`src/rtl/sn_crc_check.sv`:
```
module sn_crc_check #(
  parameter int         NUM_BYTES   = 8,
  parameter logic [7:0] FAMILY_CODE = 8'hA0,
  parameter logic [7:0] POLY_REFL   = 8'h8C
) (
  input  logic                       clk,
  input  logic                       rst_n,
  input  logic                       start_i,
  input  logic                       byte_valid_i,
  input  logic [7:0]                 byte_i,
  output logic                       ready_o,
  output logic                       done_o,
  output logic                       crc_ok_o,
  output logic                       id_ok_o,
  output logic [(NUM_BYTES-2)*8-1:0] uid_o
);
  localparam int UID_W = (NUM_BYTES - 2) * 8;
  localparam int IDX_W = $clog2(NUM_BYTES);

  logic             busy_q, complete_q, id_match_q, crc_match_q;
  logic [2:0]       bit_q;
  logic [IDX_W-1:0] idx_q;
  logic [7:0]       sh_q, crc_q;

  assign ready_o = !busy_q && !complete_q;

  wire       accept     = byte_valid_i && ready_o && !start_i;
  wire       last_bit   = busy_q && (bit_q == 3'd7);
  wire       final_byte = (idx_q == IDX_W'(NUM_BYTES - 1));
  wire       fb         = crc_q[0] ^ sh_q[0];
  wire [7:0] crc_step   = {1'b0, crc_q[7:1]} ^ (fb ? POLY_REFL : 8'h00);

  always_ff @(posedge clk or negedge rst_n) begin
    if (!rst_n) begin
      busy_q <= 1'b0; complete_q <= 1'b0; id_match_q <= 1'b0; crc_match_q <= 1'b0;
      bit_q <= '0; idx_q <= '0; sh_q <= '0; crc_q <= '0;
      done_o <= 1'b0; crc_ok_o <= 1'b0; id_ok_o <= 1'b0; uid_o <= '0;
    end else if (start_i) begin
      busy_q <= 1'b0; complete_q <= 1'b0; id_match_q <= 1'b0; crc_match_q <= 1'b0;
      bit_q <= '0; idx_q <= '0; sh_q <= '0; crc_q <= '0;
      done_o <= 1'b0; crc_ok_o <= 1'b0; id_ok_o <= 1'b0; uid_o <= '0;
    end else begin
      done_o <= 1'b0;
      if (accept) begin
        sh_q   <= byte_i;
        busy_q <= 1'b1;
        bit_q  <= '0;
        if (idx_q == '0) id_match_q <= (byte_i == FAMILY_CODE);
        if (final_byte)  crc_match_q <= (crc_q == byte_i);
        for (int k = 1; k < NUM_BYTES - 1; k++)
          if (idx_q == IDX_W'(k)) uid_o[k*8-8 +: 8] <= byte_i;
      end
      if (busy_q) begin
        crc_q <= crc_step;
        sh_q  <= {1'b0, sh_q[7:1]};
        bit_q <= bit_q + 3'd1;
        if (last_bit) begin
          busy_q <= 1'b0;
          if (final_byte) begin
            complete_q <= 1'b1;
            done_o     <= 1'b1;
            crc_ok_o   <= crc_match_q;
            id_ok_o    <= id_match_q;
          end else begin
            idx_q <= idx_q + IDX_W'(1);
          end
        end
      end
    end
  end

  AST_ACCEPT_DROPS_READY: assert property (@(posedge clk) disable iff (!rst_n)
    (byte_valid_i && ready_o && !start_i) |=> !ready_o);
  AST_CRC_RESIDUE_ZERO: assert property (@(posedge clk) disable iff (!rst_n)
    done_o |-> (crc_ok_o == (crc_q == 8'h00)));
  AST_DONE_ONE_CYCLE: assert property (@(posedge clk) disable iff (!rst_n)
    done_o |=> !done_o);
  AST_DONE_BLOCKS_INPUT: assert property (@(posedge clk) disable iff (!rst_n)
    done_o |-> !ready_o);
  AST_START_CLEARS: assert property (@(posedge clk) disable iff (!rst_n)
    start_i |=> (ready_o && !done_o && !crc_ok_o && !id_ok_o && uid_o == '0));
endmodule

```
`config.mk`:
```
export PLATFORM = sky130hd
export DESIGN_NAME = sn_crc_check
export DESIGN_NICKNAME = d
export VERILOG_FILES = /design/src/rtl/sn_crc_check.sv
export SDC_FILE = /design/constraint.sdc
export NUM_CORES = 1
export LEC_CHECK = 0
export BUFFER_PORTS_ARGS = -buffer_cell sky130_fd_sc_hd__buf_2
export CAP_MARGIN = 20
export CORE_AREA = 2 2 124 126
export DETAILED_ROUTE_END_ITERATION = 8
export DIE_AREA = 0 0 126 128
export GPL_TIMING_DRIVEN = 0
export HOLD_SLACK_MARGIN = 0.1
export PLACE_DENSITY = 0.44
export SETUP_SLACK_MARGIN = 0.02
export SLEW_MARGIN = 10
export SYNTH_ARGS = -nofsm -noshare
export SYNTH_HDL_FRONTEND = slang
export SYNTH_SLANG_ARGS = --single-unit
```
`constraint.sdc`:
```
create_clock -name clk -period 4.1 [get_ports clk]
set_clock_uncertainty 0.05 [all_clocks]
set_input_delay 0.82 -clock clk [delete_from_list [all_inputs] [get_ports clk]]
set_output_delay 0.82 -clock clk [all_outputs]
set_load 0.02 [all_outputs]
```
==> results of run 1 <==
worst register-to-register path, cell delays in order (launching register included):
cell,delay [ns]
dfrtp_1,0.42
inv_1,0.10
ha_1,0.16
and3b_1,0.15
clkbuf_1,0.25
buf_2,0.29
nand3_1,0.11
a21oi_1,0.17
layer usage:
layer | global-route usage, % | vias up | wire length [um] | part of all wire [%]
met5 | 0 | - | 0 | 0
met4 | 5.042 | 0 | 191 | 1.7
met3 | 4.090 | 16 | 600 | 5.5
met2 | 23.09 | 68 | 5196 | 47
met1 | 19.06 | 1424 | 4985 | 45
li1 | - | 1404 | - | -
synth_stat cells, drive strengths merged:
master,number
clkinv,1
nand3b,3
ha,8
dfrtp,77
clkbuf,29
a21oi,46
nand4,1
or2,1
o21ai,41
xor3,2
nor4,3
a311oi,1
xor2,8
nor2b,1
buf,11
nor3,1
a31o,1
nand2b,3
inv,5
mux2i,26
nand3,44
nor3b,1
or3b,1
nand2,2
a211oi,9
and3b,4
nor4bb,2
nor2,31
xnor2,2
report_power, final:
| group | leakage (nW) | total, mW | internal, mW | switching [mW] |
|---|---|---|---|---|
| logic | 0.854 | 0.135 | 0.0416 | 0.0936 |
| clock network | 0.152 | 0.837 | 0.520 | 0.317 |
| registers | 1.07 | 0.781 | 0.772 | 0.00909 |
layout by cell type (no fill, tap or decap), types with 9 or more instances in the layout:
| master | count |
|---|---|
| mux2i_1 | 26 |
| o21ai_0 | 41 |
| clkbuf_1 | 30 |
| nor2_1 | 30 |
| buf_2 | 61 |
| a21oi_1 | 46 |
| nand3_1 | 44 |
| a211oi_1 | 9 |
| dfrtp_1 | 77 |
| clkbuf_16 | 9 |
cells by family (layout without fill, tap and decap cells):
group / count (synthesis) / count (layout)
compound gates: 98 / 98
xor+xnor: 12 / 12
fa+ha+maj: 8 / 8
buf+inv: 46 / 117
flops: 77 / 77
mux: 26 / 26
simple gates: 98 / 98
worst paths after layout:
path                            from  cells past startpoint         to
max                           busy_q                      3    ready_o
min in group clk           uid_o[21]                      2  uid_o[21]
min                            rst_n                      1  uid_o[22]
max reg2reg                 idx_q[0]                      7  uid_o[44]
min reg2reg                uid_o[21]                      2  uid_o[21]
max in group asynchronous      rst_n                      2   uid_o[3]
per-stage QoR:
| step | total power [mW] | cell area (sq um) | util, % | std cells | hold slack (ns) |
|---|---|---|---|---|---|
| floorplan | 0.8744 | 3641 | - | 365 | 0.4295 |
| global placement | 0.9287 | 4146 | 27.90 | 607 | 0.4538 |
| detailed placement | 0.9333 | 4177 | 28.10 | 608 | 0.4592 |
| CTS | 1.783 | 4489 | 30.20 | 624 | 0.3486 |
| global route | 1.834 | 4489 | 30.20 | 624 | 0.3598 |
| finish | 1.754 | 4489 | 30.20 | 624 | 0.3480 |
cell type report:
cell class / count / area [sq um] / area share (%)
Inverter: 6 / 22.52 / 0.5017
Multi-Input combinational cell: 242 / 1524 / 33.95
Buffer: 40 / 167.7 / 3.735
Clock buffer: 13 / 270.3 / 6.020
Timing Repair Buffer: 55 / 300.3 / 6.689
Tap cell: 188 / 235.2 / 5.240
Clock inverter: 3 / 42.54 / 0.9476
Sequential cell: 77 / 1927 / 42.92
registers in the layout, summed over array words and instances, names as in the netlist:
name and flops:
idx_q 3, crc_match_q 1, id_match_q 1, sh_q 8
uid_o 48, bit_q 3, crc_q 8, complete_q 1
id_ok_o 1, crc_ok_o 1, done_o 1, busy_q 1
==> flow_summary.yaml, run 1 <==
global_routing:
  grt_max_degree: 53
  grt_first_pass_wirelength_mm: 17.82
  grt_usage_pct: 14.52
  antenna_found_initial: 0
  overflow: 0
  first_global_vias: 3047
logic_synthesis:
  ys_types: 33
  yosys-top-cells-area: "dfrtp_1 (53%), mux2i_1 (7.1%), a21oi_1 (6.3%)"
  syn_nets: 385
  synthMuxAreaShare_pct: 7.148
  synth-compound-area-share_pct: 14.30
  synth_xor_area_share_pct: 3.711
  synth-seq-cells: 77
  yosys.area_share.simple_pct: 13.95
  synth_area_sq_um: 3641
  syn_inst: 365
  ys_warn_count: 0
  synthAdderAreaFrac_pct: 2.749
  yosysTopAreaCell: "dfrtp_1"
  avgSynthCellArea_sq_um: 9.975
  synth_top_area_share_pct: 52.92
  synth-seq-area-share_pct: 52.92
  synth_top_family_by_area: "compound AO/OA/AOI/OAI gates"
worst_setup_path:
  required_ns: 3.23
  end_kind: "output port"
  critical_path.max_fanout: 10
  slowest_delay_ns: 0.42
  reg2reg_slack_ns: 2.32
  slowest_stage: "dfrtp_1"
  critPathTopFamily: "flip-flops"
  cp_common_cell: "buf_2"
  path_cells: "buf_2 -> nor2_1 -> buf_2"
  crit_arrival_ns: 1.39
  cp_num_buf_inv: 2
  worstSetupStartpointType: "register"
  worstSetupPathType: "reg -> out"
floorplan:
  rows: 45
  start_util_pct: 24.49
  dieArea_sq_um: 16130
  pin_count: 64
  die_h_um: 128
  core_area_sq_um: 14860
  die_w_um: 126
timing:
  rsz0062_at_grt: "no"
  fin_crit_sh_pct: 55.05
  setup_ws_ns: 1.843
  max_freq_mhz: 443.0
  period_minus_slack_ns: 2.257
  hold_viol_final: 0
  final_max_slew_viol_count: 0
  finalSetupViolations: 0
  tns_ns: 0
  tightest_slew_ns: 0.8055
  max_slew_margin_pct: 46.30
final_layout:
  area_growth_pct: 23.30
  diodes: 0
  layout-drive-gt1-share_pct: 18.81
  nets: 451
  n_fill_cell: 1620
placed_design:
  place_congestion: 0.7360
  io_buffers: 54
  hpwl_mm: 7.352
  pre_cts_ws_ns: 1.686
power:
  ir_worst_vdd_mv: 0.2125
  p_leak_nw: 2.073
  power_density_nw_per_um2: 390.7
clocking:
  clk_pin_slew_ns: 0.06
  cts_resized: 0
  clock_sinks: 77
  cts_setup_buffers: 0
  h-tree-depth: 3
  hold_buffers: 0
  root_buffer: "clkbuf_16"
  cts_buffer_depth: 2
  tritoncts: "done"
  clk_latency_ns: 0.35
  numCtsBuffers: 9
drt:
  routed-via-count: 2912
  first_pass_iters: 4
  wirelength_mm: 10.97
  drc_errors: 0
  viasPerCell: 4.667
  wl_per_cell_um: 17.59
  ant_nets: 0
  drtIter0Drc: 200
outcome:
  status: "finished clean"
run:
  max_cap_viol_count: 0
min_path:
  hold_class: "in -> async"
No activity file was read; power rests on OpenSTA's default activity.
==> run 2: changes to the inputs <==
==> constraint.sdc (replaced) <==
create_clock -name clk -period 2.35 [get_ports clk]
set_clock_uncertainty 0.05 [all_clocks]
set_input_delay 0.47 -clock clk [delete_from_list [all_inputs] [get_ports clk]]
set_output_delay 0.47 -clock clk [all_outputs]
set_load 0.02 [all_outputs]
==> flow_summary.yaml, run 2 (synthesis results as in run 1) <==
final_layout:
  layout-drive-gt1-share_pct: 18.76
  diodes: 0
  final_cell_mix: "dfrtp_1 (77), buf_2 (61), a21oi_1 (46)"
  final_common_cell: "dfrtp_1"
  largest_register_ff_count: 48
  n_fill_cell: 1620
  area_growth_pct: 23.57
  largest_register: "uid_o"
  nets: 452
  top_regs: "uid_o x48, crc_q x8, sh_q x8"
drt:
  wl_per_cell_um: 17.53
  first_pass_iters: 4
  routed-via-count: 2938
  drc_errors: 0
  drtIter0Drc: 175
  ant_nets: 0
  wirelength_mm: 10.96
  viasPerCell: 4.701
floorplan:
  start_util_pct: 24.49
  rows: 45
  dieArea_sq_um: 16130
  pin_count: 64
  die_h_um: 128
  core_area_sq_um: 14860
  die_w_um: 126
timing:
  max_slew_margin_pct: 45.74
  tightest_slew_ns: 0.8139
  finalSetupViolations: 0
  tns_ns: 0
  max_freq_mhz: 523.3
  period_minus_slack_ns: 1.911
  hold_viol_final: 0
  final_max_slew_viol_count: 0
  rsz0062_at_grt: "no"
  fin_crit_sh_pct: 81.32
power:
  ir_worst_vdd_mv: 0.3707
  power.total_mw: 3.060
  p_leak_nw: 2.077
  power_density_nw_per_um2: 680.2
worst_setup_path:
  r2r_end: "uid_o[46]"
  worstSetupPathType: "reg -> out"
  required_ns: 1.83
  slowest_stage: "dfrtp_1"
  crit_arrival_ns: 1.39
  critPathTopFamily: "buffers and inverters"
  r2r_start: "idx_q[0]"
  cp_num_buf_inv: 2
  slowest_delay_ns: 0.42
  path_cells: "buf_2 -> nor2_1 -> buf_2"
  critical_path.max_fanout: 10
  reg2reg_slack_ns: 0.57
  r2r_cells: 7
  end_kind: "output port"
  worstSetupStartpointType: "register"
  cp_common_cell: "buf_2"
clocking:
  cts_buffer_depth: 2
  clock_sinks: 77
  clk_latency_ns: 0.35
  clk_pin_slew_ns: 0.06
  root_buffer: "clkbuf_16"
  numCtsBuffers: 9
  cts_resized: 0
  cts_setup_buffers: 0
  h-tree-depth: 3
  tritoncts: "done"
global_routing:
  grt_first_pass_wirelength_mm: 17.82
  overflow: 0
  first_global_vias: 3047
  grt_usage_pct: 14.52
  antenna_found_initial: 0
  grt_max_degree: 53
placed_design:
  hpwl_mm: 7.352
  place_congestion: 0.7360
  io_buffers: 54
min_path:
  hold_depth: 2
  hold_class: "reg -> reg"
  hold_start: "uid_o[21]"
  holdPathEnd: "uid_o[21]"
run:
  max_cap_viol_count: 0
outcome:
  status: "finished clean"
[run 2: changes by cell type in the layout (fill, tap and decap cells not counted)]
cell           change
dlygate4sd3_1      +1
[run 2: worst max-delay path by stage]
stage,from,endpoint,slack [ns],cells after the start
3_5_place_dp,start_i,uid_o[16],0.29,4
4_1_cts,busy_q,ready_o,0.42,3
6_report,busy_q,ready_o,0.44,3
5_1_grt,busy_q,ready_o,0.35,3
2_1_floorplan,idx_q[0],idx_q[1],0.74,6
3_3_place_gp,rst_n,uid_o[2],0.11,1
[run 2: what timing repair did]
action | in CTS | in global routing
hold buffers | 1 | 0
endpoints found under the setup margin | 0 | 0
endpoints found under the hold margin | 25 | 0
[run 2: worst reg2reg max path, delay by kind of cell (launching register included)]
kind                     cells  cell delay (ns)
AND/OR/NAND/NOR              2             0.26
AO/OA/AOI/OAI                1             0.17
buffers and inverters        3             0.64
flip-flops                   1             0.42
adder cells (fa/ha/maj)      1             0.16
[run 2: metal layers]
metal	track usage [%]	wire, um	up-vias
li1	-	-	1407
met5	0	0	-
met4	5.042	191	0
met2	23.09	5177	69
met3	4.090	495	17
met1	19.06	5093	1445
[run 2: cell type report]
cell class                 instances  area, sq um  area share [%]
clock buffer                      13        270.3           6.007
timing repair buffer              56        310.3           6.897
tap                              188        235.2           5.228
sequential                        77         1927           42.83
multi-input combinational        242         1524           33.87
inverter                           6        22.52          0.5006
clock inverter                     3        42.54          0.9455
buffer                            40        167.7           3.726
[run 2: where the power goes]
part	total [mW]	internal, mW	switching, mW
logic	0.238	0.0736	0.165
registers	1.36	1.35	0.0160
clock network	1.46	0.908	0.551
total	3.06	2.33	0.732
[run 2: metrics by stage]
stage,hold WS [ns],area [sq um],std cells,setup WS (ns),utilization (%)
after floorplan,0.1244,3641,365,0.7420,-
after global placement,0.4538,4146,607,0.1112,27.90
after detailed placement,0.3732,4177,608,0.2857,28.10
after CTS,0.4800,4499,625,0.4199,30.27
after global routing,0.5035,4499,625,0.3536,30.27
final,0.4706,4499,625,0.4389,30.27
